## config.mk

```make
export PLATFORM = sky130hd
export DESIGN_NAME = joypad_port
export DESIGN_NICKNAME = d
export VERILOG_FILES = /design/src/rtl/joypad_pkg.sv /design/src/rtl/joypad_key_mux.sv /design/src/rtl/joypad_dir_filter.sv /design/src/rtl/joypad_fall_detect.sv /design/src/rtl/joypad_port.sv
export SDC_FILE = /design/constraint.sdc
export NUM_CORES = 1
export LEC_CHECK = 0
export CAP_MARGIN = 30
export CORE_AREA = 2 2 39 41
export CTS_CLUSTER_SIZE = 14
export DETAILED_ROUTE_END_ITERATION = 10
export DIE_AREA = 0 0 41 43
export DONT_BUFFER_PORTS = 1
export HOLD_SLACK_MARGIN = 0.1
export PLACE_DENSITY_LB_ADDON = 0.08
export SETUP_SLACK_MARGIN = 0.1
export SYNTH_ARGS = -nofsm -noshare
export SYNTH_HDL_FRONTEND = slang
export SYNTH_SLANG_ARGS = --single-unit
```

## constraint.sdc

```tcl
create_clock -name clk -period 3.1 [get_ports clk]
set_input_delay 0.31 -clock clk [delete_from_list [all_inputs] [get_ports clk]]
set_output_delay 0.31 -clock clk [all_outputs]
set_load 0.1 [all_outputs]
```

## src/rtl/joypad_pkg.sv

```systemverilog
// Shared types for the joypad port: select encodings and group width.
package joypad_pkg;
    localparam int GRP_W = 4;  // keys per group, also sense-line count

    typedef enum logic [1:0] {
        SEL_BOTH  = 2'b00,
        SEL_LOW   = 2'b01,
        SEL_HIGH  = 2'b10,
        SEL_IDENT = 2'b11
    } jp_sel_e;
endpackage

```

## src/rtl/joypad_key_mux.sv

```systemverilog
// Picks which pressed keys drive the sense lines for a given select.
// Assumes CTRL_W <= GRP_W; a nonzero controller index masks all keys.
module joypad_key_mux
    import joypad_pkg::*;
#(
    parameter int CTRL_W = 2
) (
    input  jp_sel_e             sel,
    input  logic [2*GRP_W-1:0]  keys,
    input  logic [CTRL_W-1:0]   ctrl_idx,
    output logic [GRP_W-1:0]    pressed
);
    logic [2*GRP_W-1:0] keys_eff;
    logic [GRP_W-1:0]   id_nib;

    // Release every key while another controller is addressed
    always_comb begin
        keys_eff = (ctrl_idx != '0) ? '0 : keys;
        id_nib   = GRP_W'(ctrl_idx);
    end

    // Route the chosen group, the merged groups or the controller id
    always_comb begin
        unique case (sel)
            SEL_LOW:   pressed = keys_eff[GRP_W-1:0];
            SEL_HIGH:  pressed = keys_eff[2*GRP_W-1:GRP_W];
            SEL_BOTH:  pressed = keys_eff[GRP_W-1:0] | keys_eff[2*GRP_W-1:GRP_W];
            default:   pressed = id_nib;
        endcase
    end
endmodule

```

## src/rtl/joypad_dir_filter.sv

```systemverilog
// Read-side filter hiding opposing directions pressed together.
// Assumes sense lines come in adjacent pairs of opposite directions.
module joypad_dir_filter
    import joypad_pkg::*;
(
    input  logic             enable,
    input  jp_sel_e          sel,
    input  logic [GRP_W-1:0] lines_in,
    output logic [GRP_W-1:0] lines_out
);
    localparam int PAIRS = GRP_W / 2;

    logic active;

    // Filter only acts on the direction group
    always_comb active = enable && (sel == SEL_HIGH);

    for (genvar p = 0; p < PAIRS; p++) begin : g_pair
        // Force a fully-low pair back to released
        always_comb begin
            if (active && lines_in[2*p+1 -: 2] == 2'b00)
                lines_out[2*p+1 -: 2] = 2'b11;
            else
                lines_out[2*p+1 -: 2] = lines_in[2*p+1 -: 2];
        end
    end
endmodule

```

## src/rtl/joypad_fall_detect.sv

```systemverilog
// Registers a one-cycle pulse when any sense line goes from 1 to 0.
// Assumes prev and next are the old and new register values.
module joypad_fall_detect
    import joypad_pkg::*;
(
    input  logic             clk,
    input  logic             rst_n,
    input  logic [GRP_W-1:0] prev,
    input  logic [GRP_W-1:0] next,
    output logic             pulse
);
    // Capture whether this update lowers any line
    always_ff @(posedge clk) begin
        if (!rst_n) pulse <= 1'b0;
        else        pulse <= |(prev & ~next);
    end
endmodule

```

## src/rtl/joypad_port.sv

```systemverilog
// Joypad select-and-sense port register with keypad interrupt.
// Sense lines are re-evaluated every cycle; a write resets the lines to 1
// before evaluation. Reads are combinational from stored state.
module joypad_port
    import joypad_pkg::*;
#(
    parameter int CTRL_W = 2
) (
    input  logic              clk,
    input  logic              rst_n,
    input  logic              wr_en,
    input  logic [7:0]        wr_data,
    output logic [7:0]        rd_data,
    input  logic [7:0]        keys_i,
    input  logic [CTRL_W-1:0] ctrl_idx,
    input  logic              filter_en,
    output logic              irq_o
);
    localparam int SEL_LSB = GRP_W;

    jp_sel_e          sel_q;
    jp_sel_e          sel_nx;
    logic [GRP_W-1:0] line_q;
    logic [GRP_W-1:0] line_prev;
    logic [GRP_W-1:0] line_nx;
    logic [GRP_W-1:0] pressed;
    logic [GRP_W-1:0] line_rd;

    // A write takes effect in the same evaluation it triggers
    always_comb begin
        sel_nx    = wr_en ? jp_sel_e'(wr_data[SEL_LSB+1:SEL_LSB]) : sel_q;
        line_prev = wr_en ? '1 : line_q;
        line_nx   = ~pressed;
    end

    joypad_key_mux #(.CTRL_W(CTRL_W)) mux_i (
        .sel      (sel_nx),
        .keys     (keys_i),
        .ctrl_idx (ctrl_idx),
        .pressed  (pressed)
    );

    // Hold the select field and the evaluated sense lines
    always_ff @(posedge clk) begin
        if (!rst_n) begin
            sel_q  <= SEL_IDENT;
            line_q <= '1;
        end else begin
            sel_q  <= sel_nx;
            line_q <= line_nx;
        end
    end

    joypad_fall_detect fall_i (
        .clk   (clk),
        .rst_n (rst_n),
        .prev  (line_prev),
        .next  (line_nx),
        .pulse (irq_o)
    );

    joypad_dir_filter filt_i (
        .enable    (filter_en),
        .sel       (sel_q),
        .lines_in  (line_q),
        .lines_out (line_rd)
    );

    // Assemble the read value with the unused top bits high
    always_comb rd_data = {2'b11, sel_q, line_rd};
endmodule

```

## Word level (Yosys, flattened, before mapping)

Index checks and enable logic that the tools add are counted.

| word-level totals | value |
|---|---|
| memory bits (read-only) | 0 |
| RAM bits | 0 |
| memories kept | 0 |
| latch bits | 0 |
| flip-flop bits (word level) | 7 |
| logic and storage cells | 24 |
| output and inout bits | 9 |

| operators by class | value |
|---|---|
| add/subtract/negate cells | 0 |
| reduce and logical (&&, ||, !) cells | 8 |
| equal/unequal tests | 3 |
| multipliers | 0 |
| mux-type cells | 6 |
| $lt $le $gt $ge | 0 |
| bitwise gates (word level) | 4 |
| div/mod/pow operators | 0 |
| shifts and indexed selects | 0 |

Operators by type and width:

| operator | count |
|---|---|
| one-hot mux 4 bit (3 select lines) | 1 |
| two-way mux 8 bit | 1 |
| inverter 4 bit | 2 |
| zero test 2 bit | 3 |
| two-way mux 2 bit | 3 |
| bitwise AND 4 bit | 1 |
| equality test 2 bit, second input constant | 2 |
| two-way mux 4 bit | 1 |
| bitwise OR 4 bit | 1 |
| OR reduction 4 bit | 1 |
| logical AND 1 bit | 3 |
| equality test 2 x 1 -> 1 bit, second input constant | 1 |
| nonzero test 2 bit | 1 |

## Logic depth before layout (Yosys ltp)

Gate-level depths: netlist of the first run.

| logic depth | value |
|---|---|
| word-level depth | 8 |
| depth in mapped cells | 5 |

## Hierarchy

A second synthesis of the first run with hierarchy kept.

| unflattened totals | value |
|---|---|
| cells, all modules | 49 |
| area total of the unflattened synthesis | 419.2 um^2 |

Modules (own cells, without submodules):

| module | area each (um^2) | instances | cells an instance |
|---|---|---|---|
| joypad_port | 240.2 | 1 | 26 |
| joypad_key_mux | 72.6 | 1 | 12 |
| joypad_fall_detect | 56.3 | 1 | 6 |
| joypad_dir_filter | 50.0 | 1 | 5 |

## Least setup slack after synthesis of the first run

No wires, ideal clock.

| timing path | value |
|---|---|
| kind | register to output |
| from | register sel_q[1] |
| to | output port rd_data[0] |
| setup slack | 0.077 ns |
| cell stages (with the launch flop) | 3 |
| required time | 2.790 ns |
| buffers on the path | 0 |
| arrival time | 2.713 ns |
| cell sequence | dfxtp_1 > nand3b_1 > o21bai_1 |

| between the ends | value |
|---|---|
| word-level cells in the longest chain between the ends | 4 |

Ends and longest elaborated chain:

| what | RTL line | text |
|---|---|---|
| from (decl) | joypad_port.sv:21 | `jp_sel_e sel_q;` |
| from (signal assigned) | joypad_port.sv:49 | `sel_q <= sel_nx;` |
| equality test 2 bit | joypad_dir_filter.sv:16 | `always_comb active = enable && (sel == SEL_HIGH);` |
| logical AND 1 bit | joypad_dir_filter.sv:16 |  |
| logical AND 1 bit | joypad_dir_filter.sv:21 | `if (active && lines_in[2*p+1 -: 2] == 2'b00)` |
| two-way mux 2 bit | joypad_dir_filter.sv:21 |  |
| to (decl) | joypad_port.sv:13 | `output logic [7:0] rd_data,` |

No other way between the ends.

## Final worst setup path of the first run

| timing path | value |
|---|---|
| from | register sel_q[1] |
| to | output port rd_data[3] |

The elaborated chain is that of the path after synthesis.

==> flow_summary.ini, run 1 <==
[pwr]
report.power.total_uw = 266.9
power_dens_cells_nw_per_um2 = 516.5
total_switching_power_uw = 103.5
clkPwrFrac = 0.307
share_comb_of_total_power = 0.269
ir_drop_uv = 170.8
power_leakage_uw = 0.0001976
cell_internal_pwr_uw = 163.4
seq_power_share = 0.425
swShare = 0.3879

[drt]
remaining_number_of_nets_flagged_by_the_antenna_check_after_routing = 0
num_vias = 364
avgViaCountPerCell = 5.353
totalWireLength_um = 967
drc = 0
drt_first_iter_violations = 1
drt_pre_antenna_iters = 3
wire_per_inst_um = 14.22

[placed_design]
portBuffers = 0
place.detailed.hpwl_um = 805.3
place.detailed.instances = 64
dpl-instance-area_um2 = 490.5
globalplace.congestion = 0.6600
post-place-ws_ns = 1.402

[setup_path]
r2r_endpoint = fall_i.pulse
worstSetupEndpoint = rd_data[3]
path_cells = buf_4 > nand3b_1 > o21bai_2 > buf_4
critical_path.startpoint = sel_q[1]
cp_max_fanout = 4
crit_slowest_cell = sky130_fd_sc_hd__dfxtp_1
r2r_start = sel_q[0]
r2r.worst_path.cells = 5
crit_path_max_incr_delay_ns = 0.31
r2r_slack_ns = 1.59
timing.critical_path.required_ns = 2.79
path_length_in_cells_of_the_critical_path = 4
critPathCaptureType = output pin
critical_path.top_delay_family = buffers and inverters
cp-start-kind = flip-flop
worst_path_most_repeated_cell = sky130_fd_sc_hd__buf_4
worstSetupPathType = reg2out
critPathBufInv = 2
cp_data_arrival_time_ns = 1.64

[clocking]
ctsResizeCount = 0
cts_inserted_buffers = 3
cts.sinks = 7
cts_tree = built
worst_path_clk_slew_ns = 0.05
cts_max_level = 1
root_buffer = sky130_fd_sc_hd__clkbuf_4
clock_tree.buffer_depth = 2
postCtsHoldBufs = 0
post-cts-setup-buffers = 0
clock_latency_ns = 0.24

[timing]
final.setup.tns_ns = 0
count_of_endpoints_failing_hold_in_the_final_timing_report = 0
unrepaired_setup_endpoints_after_global_routing = no
worst_slack_ns = 1.155
worst-slew-pin-transition_ns = 0.9352
maxSlewViolCount = 0
setup_viol_count_final = 0
ratio_of_final_minimum_period_to_clock_period = 0.6275
final.min_clock_period_ns = 1.945
achievable-frequency_mhz = 514.1
max_slew_margin = 0.3757
fin_skew_ns = 0.001919

[grt]
grt_util_all_layers = 0.1358
grt.overflow.total = 0
antenna_violations_before_repair = 0
grt_first_pass_wirelength_um = 1587
grt_start_max_net_pins = 11
grt_pass1_vias = 396

[finish]
fraction_of_layout_cells_with_a_size_suffix_above_1 = 0.4808
nets = 75
final-instance-count-excl-fill = 68
synthToLayoutAreaGrowth_pct = 16.67
stdcell_area_um2 = 516.7
antenna_cells_inserted = 0

[die]
die_w_um = 41
dieArea_um2 = 1763
design.portCount = 31
initial_core_util = 0.3201
height_of_the_die_um = 43
floorplan.core_area_um2 = 1384
row_count = 14

[job]
maxCapViolations = 0

[synth]
area_fraction_in_compound_gates_after_synthesis = 0.2797
synth_enable_flop_cells = 0
synth_flop_cell = sky130_fd_sc_hd__dfxtp_1
yosysMostFrequentCell = sky130_fd_sc_hd__dfxtp_1
synth_largest_type_area_fraction = 0.3164
synth.ff_latch_count = 7
synth-warning-count = 0
syn-mean-instance-area_um2 = 9.843
synth_xor_xnor_area_share = 0
ys_top_cells_by_area = sky130_fd_sc_hd__dfxtp_1, sky130_fd_sc_hd__and3_2, sky130_fd_sc_hd__o21bai_1
yosys.area_share.simple = 0.2514
netlist_top_cells_count = sky130_fd_sc_hd__dfxtp_1, sky130_fd_sc_hd__and3_2, sky130_fd_sc_hd__o21bai_1
synthMuxAreaShare = 0.06215
area_of_the_mapped_netlist_um2 = 442.9
distinct_cell_type_count_after_synthesis = 25
synthDominantAreaCellType = sky130_fd_sc_hd__dfxtp_1
synth_fa_ha_area_frac = 0
async_reset_ff_frac = 0
share_of_synthesized_area_occupied_by_flip_flops_and_latches = 0.3164
post_synth_inst_count = 45
synth_top_family_by_area = compound AO/OA/AOI/OAI gates

[hold_path]
worstHoldPathType = in2reg
min_path_cells = 1

[run_status]
outcome = completed
-- flip-flops by register name, indices dropped and copies added (netlist names) --
register and flops:
line_q 4, sel_q 2, fall_i.pulse 1
-- routing by layer --
metal,global-route usage,share of wire,vias up
met3,0.04188,0.10,4
met5,0,0,-
met2,0.1844,0.46,19
li1,-,-,181
met4,0.09333,0.022,0
met1,0.1748,0.42,160
-- stage by stage --
stage                 util  hold slack [ns]
finish              0.3734           0.1263
global route        0.3734           0.1241
CTS                 0.3734           0.1212
detailed placement  0.3544           0.3794
global placement    0.3544           0.3761
floorplan                -           0.4083
-- power by group through the flow --
stage / sequential, uW / clock [uW] / combinational [uW]
after detailed placement: 115 / 0 / 72.2
after global placement: 115 / 0 / 71.4
after global routing: 114 / 93.8 / 75.5
after CTS: 113 / 85.4 / 72.2
after floorplan: 126 / 0 / 54.9
final: 113 / 81.8 / 71.7
-- cell type report --
| class | instances | area (um2) |
|---|---|---|
| multi-input combinational | 35 | 285.3 |
| sequential | 7 | 140.1 |
| timing repair buffer | 6 | 45.04 |
| clock buffer | 4 | 26.28 |
| fill | 149 | 867.1 |
| tap | 16 | 20.02 |
-- worst reg2reg max path, delay by kind of cell (launching register included) --
| family | cells | cell delay [ns] |
|---|---|---|
| muxes | 1 | 0.18 |
| and+or+nand+nor | 1 | 0.21 |
| AOI/OAI and AO/OA | 2 | 0.39 |
| DFF | 1 | 0.31 |
| buffers and inverters | 1 | 0.30 |
-- cells in the final DEF, fill, tap and decap left out --
cell / count
sky130_fd_sc_hd__nor2_1: 3
sky130_fd_sc_hd__and3_4: 1
sky130_fd_sc_hd__and4_2: 1
sky130_fd_sc_hd__and3_1: 1
sky130_fd_sc_hd__o31ai_1: 2
sky130_fd_sc_hd__clkbuf_1: 1
sky130_fd_sc_hd__or2_2: 1
sky130_fd_sc_hd__and3_2: 4
sky130_fd_sc_hd__dfxtp_1: 7
sky130_fd_sc_hd__o31ai_2: 1
sky130_fd_sc_hd__nand3b_1: 2
sky130_fd_sc_hd__buf_4: 6
sky130_fd_sc_hd__a22oi_2: 1
sky130_fd_sc_hd__mux2i_2: 2
sky130_fd_sc_hd__nand3_1: 1
sky130_fd_sc_hd__conb_1: 2
sky130_fd_sc_hd__o21bai_2: 4
sky130_fd_sc_hd__o311ai_2: 1
sky130_fd_sc_hd__clkbuf_4: 3
sky130_fd_sc_hd__nand2_1: 2
sky130_fd_sc_hd__o22ai_1: 1
sky130_fd_sc_hd__o2111ai_1: 1
sky130_fd_sc_hd__o21a_1: 1
sky130_fd_sc_hd__a21boi_0: 2
sky130_fd_sc_hd__and4_1: 1
-- worst min-delay path by stage --
| stage | start | slack [ns] | to |
|---|---|---|---|
| floorplan | keys_i[2] | 0.41 | line_q[2] |
| global placement | rst_n | 0.38 | sel_q[1] |
| detailed placement | rst_n | 0.38 | sel_q[1] |
| CTS | rst_n | 0.12 | sel_q[0] |
| global route | rst_n | 0.12 | sel_q[1] |
| finish | rst_n | 0.13 | sel_q[0] |
-- logic make-up after synthesis --
kind of cell           count (synthesis)
AO/OA/AOI/OAI                         14
buffers and inverters                  4
multiplexers                           2
AND/OR/NAND/NOR                       17
other                                  1
flip-flops                             7
(Power assumes the default switching activity.)
==> inputs of run 2 (changes only) <==
clock period = 1.9 ns   (was 3.1 ns; I/O delays follow)
==> run 2 against run 1 <==
  * Final area grew 26%
  * Clock-buffer cell count fell by 1
  * Sequential power increased by 46%
  * Sequential share of layout area fell by 4.8 points
  * Via count increased by 8.0%
  * Worst hold slack worse by 0.011 ns
  * Critical path depth is 1 lower
  * Utilization grew 9.7 points
  * Die area is the same
  * Global-route usage rose by 2.3 points
  * Register-to-register slack got worse by 1.2 ns
  * Total power is 76% higher
  * Critical path type unchanged
  * Critical endpoint is now rd_data[0]
  * Largest cell class unchanged
==> flow_summary.ini, run 2 (synthesized netlist as in run 1, its figures left out) <==
[placed_design]
globalplace.congestion = 0.6699
portBuffers = 0
place.detailed.hpwl_um = 829.2
post-place-ws_ns = 0.5184

[pwr]
ir_drop_uv = 321.5
power_dens_cells_nw_per_um2 = 723.6
power_leakage_uw = 0.0002527

[finish]
layout.cells.most_common = sky130_fd_sc_hd__dfxtp_1
antenna_cells_inserted = 0
biggestRegsByFlops = line_q (4), sel_q (2), fall_i.pulse (1)
synthToLayoutAreaGrowth_pct = 46.89
largest-register = line_q
mostFrequentLayoutCells = sky130_fd_sc_hd__dfxtp_1, sky130_fd_sc_hd__o21bai_4, sky130_fd_sc_hd__and3_2, sky130_fd_sc_hd__dlygate4sd3_1, sky130_fd_sc_hd__buf_12
nets = 80
largest_reg_flops = 4
fraction_of_layout_cells_with_a_size_suffix_above_1 = 0.5088
final_core_utilization = 0.4702

[timing]
unrepaired_setup_endpoints_after_global_routing = no
final.min_clock_period_ns = 1.641
count_of_endpoints_failing_hold_in_the_final_timing_report = 0
final.setup.tns_ns = 0
setup_viol_count_final = 0
worst_slack_ns = 0.2593
maxSlewViolCount = 0
achievable-frequency_mhz = 609.5
ratio_of_final_minimum_period_to_clock_period = 0.8635
fin_skew_ns = 0.007866

[grt]
grt.overflow.total = 0
grt_pass1_vias = 430
grt_first_pass_wirelength_um = 1849
antenna_violations_before_repair = 0
grt_start_max_net_pins = 9
grt_util_all_layers = 0.1591

[clocking]
cts_tree = built
root_buffer = sky130_fd_sc_hd__clkbuf_4
clock_tree.buffer_depth = 2
clock_latency_ns = 0.26
cts.sinks = 7
cts_inserted_buffers = 3
post-cts-setup-buffers = 0
worst_path_clk_slew_ns = 0.06
ctsResizeCount = 0
cts_max_level = 1

[setup_path]
cp-start-kind = flip-flop
worstSetupPathType = reg2out
crit_slowest_cell = sky130_fd_sc_hd__nand3b_1
timing.critical_path.required_ns = 1.71
cp_data_arrival_time_ns = 1.45
critPathBufInv = 1
path_cells = nand3b_1 > o21bai_4 > buf_12
critical_path.startpoint = sel_q[0]
critical_path.top_delay_family = simple AND/OR/NAND/NOR gates
cp_max_fanout = 4
critPathCaptureType = output pin
crit_path_max_incr_delay_ns = 0.39
r2r_slack_ns = 0.35
r2r_start = sel_q[1]

[drt]
num_vias = 393
remaining_number_of_nets_flagged_by_the_antenna_check_after_routing = 0
drt_first_iter_violations = 1
totalWireLength_um = 1066
wire_per_inst_um = 14.60
drt_pre_antenna_iters = 3
drc = 0
avgViaCountPerCell = 5.384

[die]
row_count = 14
design.portCount = 31
initial_core_util = 0.3201
height_of_the_die_um = 43
dieArea_um2 = 1763
die_w_um = 41
floorplan.core_area_um2 = 1384

[run_status]
outcome = completed

[hold_path]
worstHoldPathType = in2reg
worstHoldStart = rst_n

[job]
maxCapViolations = 0
run 2: cell count changes in the layout (fill, tap and decap cells not counted):
cell and delta:
sky130_fd_sc_hd__buf_12 +4, sky130_fd_sc_hd__buf_4 -3, sky130_fd_sc_hd__clkbuf_1 -1, sky130_fd_sc_hd__clkinv_2 +1
sky130_fd_sc_hd__dfxtp_1 -2, sky130_fd_sc_hd__dfxtp_2 +1, sky130_fd_sc_hd__dfxtp_4 +1, sky130_fd_sc_hd__dlygate4sd3_1 +4
sky130_fd_sc_hd__o21bai_2 -4, sky130_fd_sc_hd__o21bai_4 +4
run 2: power by group:
| group | switching [uW] | internal (uW) |
|---|---|---|
| clock network | 61.9 | 77.3 |
| registers | 8.38 | 157 |
| logic | 115 | 51.9 |
run 2: per-stage QoR:
stage | hold slack [ns] | power (uW) | cells | area (um2)
3_5_place_dp | 0.2570 | 328.4 | 65 | 583.1
4_1_cts | 0.1139 | 475.2 | 73 | 650.6
2_1_floorplan | 0.2883 | 305.2 | 46 | 496.7
5_1_grt | 0.1308 | 492.5 | 73 | 650.6
6_report | 0.1151 | 470.8 | 73 | 650.6
3_3_place_gp | 0.2564 | 326.7 | 65 | 583.1
run 2: layout make-up:
cell class	count	area [um2]
Fill cell	135	733.2
Multi-Input combinational cell	35	315.3
Sequential cell	7	145.1
Clock inverter	1	5.005
Clock buffer	3	22.52
Tap cell	16	20.02
Timing Repair Buffer	11	142.6
run 2: metal layers:
layer	track usage	vias to the layer above	wire length [um]
li1	-	189	-
met3	0.08377	7	98
met2	0.2188	20	536
met5	0	-	0
met1	0.1753	177	385
met4	0.1200	0	46
run 2: final timing paths:
kind	end	cells after the start
hold reg to reg	sel_q[1]	2
setup / recovery	rd_data[0]	3
hold / removal	fall_i.pulse	2
setup reg to reg	line_q[2]	4
run 2: what timing repair did:
action                                 in CTS  in global routing
setup endpoints to repair                   0                  0
endpoints found under the hold margin       6                  0
hold buffers                                4                  0
==> inputs of run 3 (changes only) <==
SYNTH_HIERARCHICAL = 1   (was unset)
clock period = 1.94 ns   (was 1.9 ns; I/O delays follow)
==> run 3 against run 2 <==
  * Sequential power shrank 3%
  * Utilization fell by 0.090 points
  * Total power decreased by 2.1%
  * Critical endpoint is now line_q[3]
==> flow_summary.ini, run 3 <==
[finish]
mostFrequentLayoutCells = sky130_fd_sc_hd__or2_1, sky130_fd_sc_hd__inv_1, sky130_fd_sc_hd__dfxtp_1
largest-register = line_q
final-instance-count-excl-fill = 79
antenna_cells_inserted = 0
synthToLayoutAreaGrowth_pct = 54.93
layout.area.seq_um2 = 142.6
biggestRegsByFlops = line_q (4), sel_q (2), fall_i/pulse (1)
fillerInstances = 133
layout.cells.most_common = sky130_fd_sc_hd__or2_1
nets = 86
final_core_utilization = 0.4693
largest_reg_flops = 4
fraction_of_layout_cells_with_a_size_suffix_above_1 = 0.3492
total_area_of_multi_input_combinational_cells_um2 = 291.5

[synth]
post_synth_inst_count = 49
netlist_top_cells_count = sky130_fd_sc_hd__dfxtp_1, sky130_fd_sc_hd__or2_1, sky130_fd_sc_hd__inv_1
synthDominantAreaCellType = sky130_fd_sc_hd__dfxtp_1
async_reset_ff_frac = 0
yosysMostFrequentCell = sky130_fd_sc_hd__dfxtp_1
syn-mean-instance-area_um2 = 8.554
synth_flop_cell = sky130_fd_sc_hd__dfxtp_1
area_of_the_mapped_netlist_um2 = 419.2
share_of_synthesized_area_occupied_by_flip_flops_and_latches = 0.3343
synth-warning-count = 6
synth_enable_flop_cells = 0
synth_largest_type_area_fraction = 0.3343
synth.ff_latch_count = 7
distinct_cell_type_count_after_synthesis = 16
ys_top_cells_by_area = sky130_fd_sc_hd__dfxtp_1, sky130_fd_sc_hd__or2_1, sky130_fd_sc_hd__a22oi_1

[setup_path]
worstSetupPathType = reg2reg
timing.critical_path.required_ns = 2.07
path_length_in_cells_of_the_critical_path = 6
critPathCaptureType = flip-flop
cp-start-kind = flip-flop
critical_path.top_delay_family = buffers and inverters
r2r.worst_path.cells = 6
path_cells = mux2_4 > inv_2 > a22oi_1 > nor3_2 > dlygate4sd3_1 > nand2_1
cp_data_arrival_time_ns = 1.77
cp_max_fanout = 4
crit_path_max_incr_delay_ns = 0.57
crit_slowest_cell = sky130_fd_sc_hd__dlygate4sd3_1
critPathBufInv = 2

[clocking]
post-cts-setup-buffers = 0
clock_latency_ns = 0.25
clock_tree.buffer_depth = 2
cts_max_level = 1
root_buffer = sky130_fd_sc_hd__clkbuf_4
cts_inserted_buffers = 3
worst_path_clk_slew_ns = 0.05
cts.sinks = 7
cts_tree = built

[placed_design]
place.detailed.instances = 71
post-place-ws_ns = 0.4433
place.detailed.hpwl_um = 770.3
portBuffers = 0
globalplace.congestion = 0.6352

[pwr]
total_switching_power_uw = 174.7
share_comb_of_total_power = 0.365
power_dens_cells_nw_per_um2 = 709.9
seq_power_share = 0.346
swShare = 0.3789
power_leakage_uw = 0.0002636
cell_internal_pwr_uw = 286.3
report.power.total_uw = 461.0
ir_drop_uv = 311.6
clkPwrFrac = 0.289

[timing]
count_of_endpoints_failing_hold_in_the_final_timing_report = 0
maxSlewViolCount = 0
fin_skew_ns = 0.0002645
worst_slack_ns = 0.3082
final.min_clock_period_ns = 1.632
achievable-frequency_mhz = 612.8
setup_viol_count_final = 0
ratio_of_final_minimum_period_to_clock_period = 0.8411
final.setup.tns_ns = 0
unrepaired_setup_endpoints_after_global_routing = no

[grt]
grt_util_all_layers = 0.1307
grt_start_max_net_pins = 7
grt_first_pass_wirelength_um = 1593
grt_pass1_vias = 352
grt.overflow.total = 0
antenna_violations_before_repair = 0

[die]
row_count = 14
die_w_um = 41
initial_core_util = 0.3029
dieArea_um2 = 1763
floorplan.core_area_um2 = 1384
height_of_the_die_um = 43
design.portCount = 31

[drt]
drt_pre_antenna_iters = 2
num_vias = 385
avgViaCountPerCell = 4.873
wire_per_inst_um = 11.89
drc = 0
drt_first_iter_violations = 1
totalWireLength_um = 939
remaining_number_of_nets_flagged_by_the_antenna_check_after_routing = 0

[hold_path]
worstHoldPathType = in2reg
min_path_cells = 2

[run_status]
outcome = completed

[job]
maxCapViolations = 0
[run 3: final timing paths]
| check | from | end | slack (ns) |
|---|---|---|---|
| hold reg to reg | sel_q[1] | sel_q[1] | 0.61 |
| setup / recovery | sel_q[1] | line_q[3] | 0.31 |
| hold / removal | ctrl_idx[1] | line_q[0] | 0.12 |
| setup reg to reg | sel_q[1] | line_q[3] | 0.31 |
[run 3: logic make-up after synthesis]
group | synth area share
AOI/OAI and AO/OA | 0.2060
buffers and inverters | 0.09851
DFF | 0.3343
muxes | 0.07164
other | 0.008947
and+or+nand+nor | 0.2806
[run 3: through the flow]
| stage | instance area [um2] | hold slack [ns] |
|---|---|---|
| floorplan | 470.5 | 0.2559 |
| global placement | 578.1 | 0.2619 |
| detailed placement | 578.1 | 0.2646 |
| CTS | 644.4 | 0.1129 |
| global route | 649.4 | 0.1180 |
| finish | 649.4 | 0.1176 |
[run 3: power groups by stage]
stage,Sequential (uW),Combinational [uW],Clock (uW)
2_1_floorplan,199,94.0,0
3_3_place_gp,162,158,0
3_5_place_dp,163,160,0
4_1_cts,160,168,139
5_1_grt,161,177,150
6_report,160,168,133
[run 3: area by class of cell]
type	instances	area share
multi-input combinational	34	0.4489
sequential	7	0.2197
timing repair buffer	11	0.2197
clock buffer	4	0.04046
inverter	7	0.04046
tap	16	0.03083
[run 3: repair_timing]
item                                    in CTS  in global routing
endpoints found under the hold margin        7                  0
endpoints found under the setup margin       0                  1
gates resized for setup                      0                  1
hold buffers                                 4                  0
[run 3: routing by layer]
metal  global-route usage  share of wire  wire [um]  up-vias
li1                     -              -          -      191
met1               0.1742           0.41        387      178
met3              0.04188           0.10         94        0
met2               0.1938           0.49        457       16
met5                    0              0          0        -
met4              0.04000              0          0        0
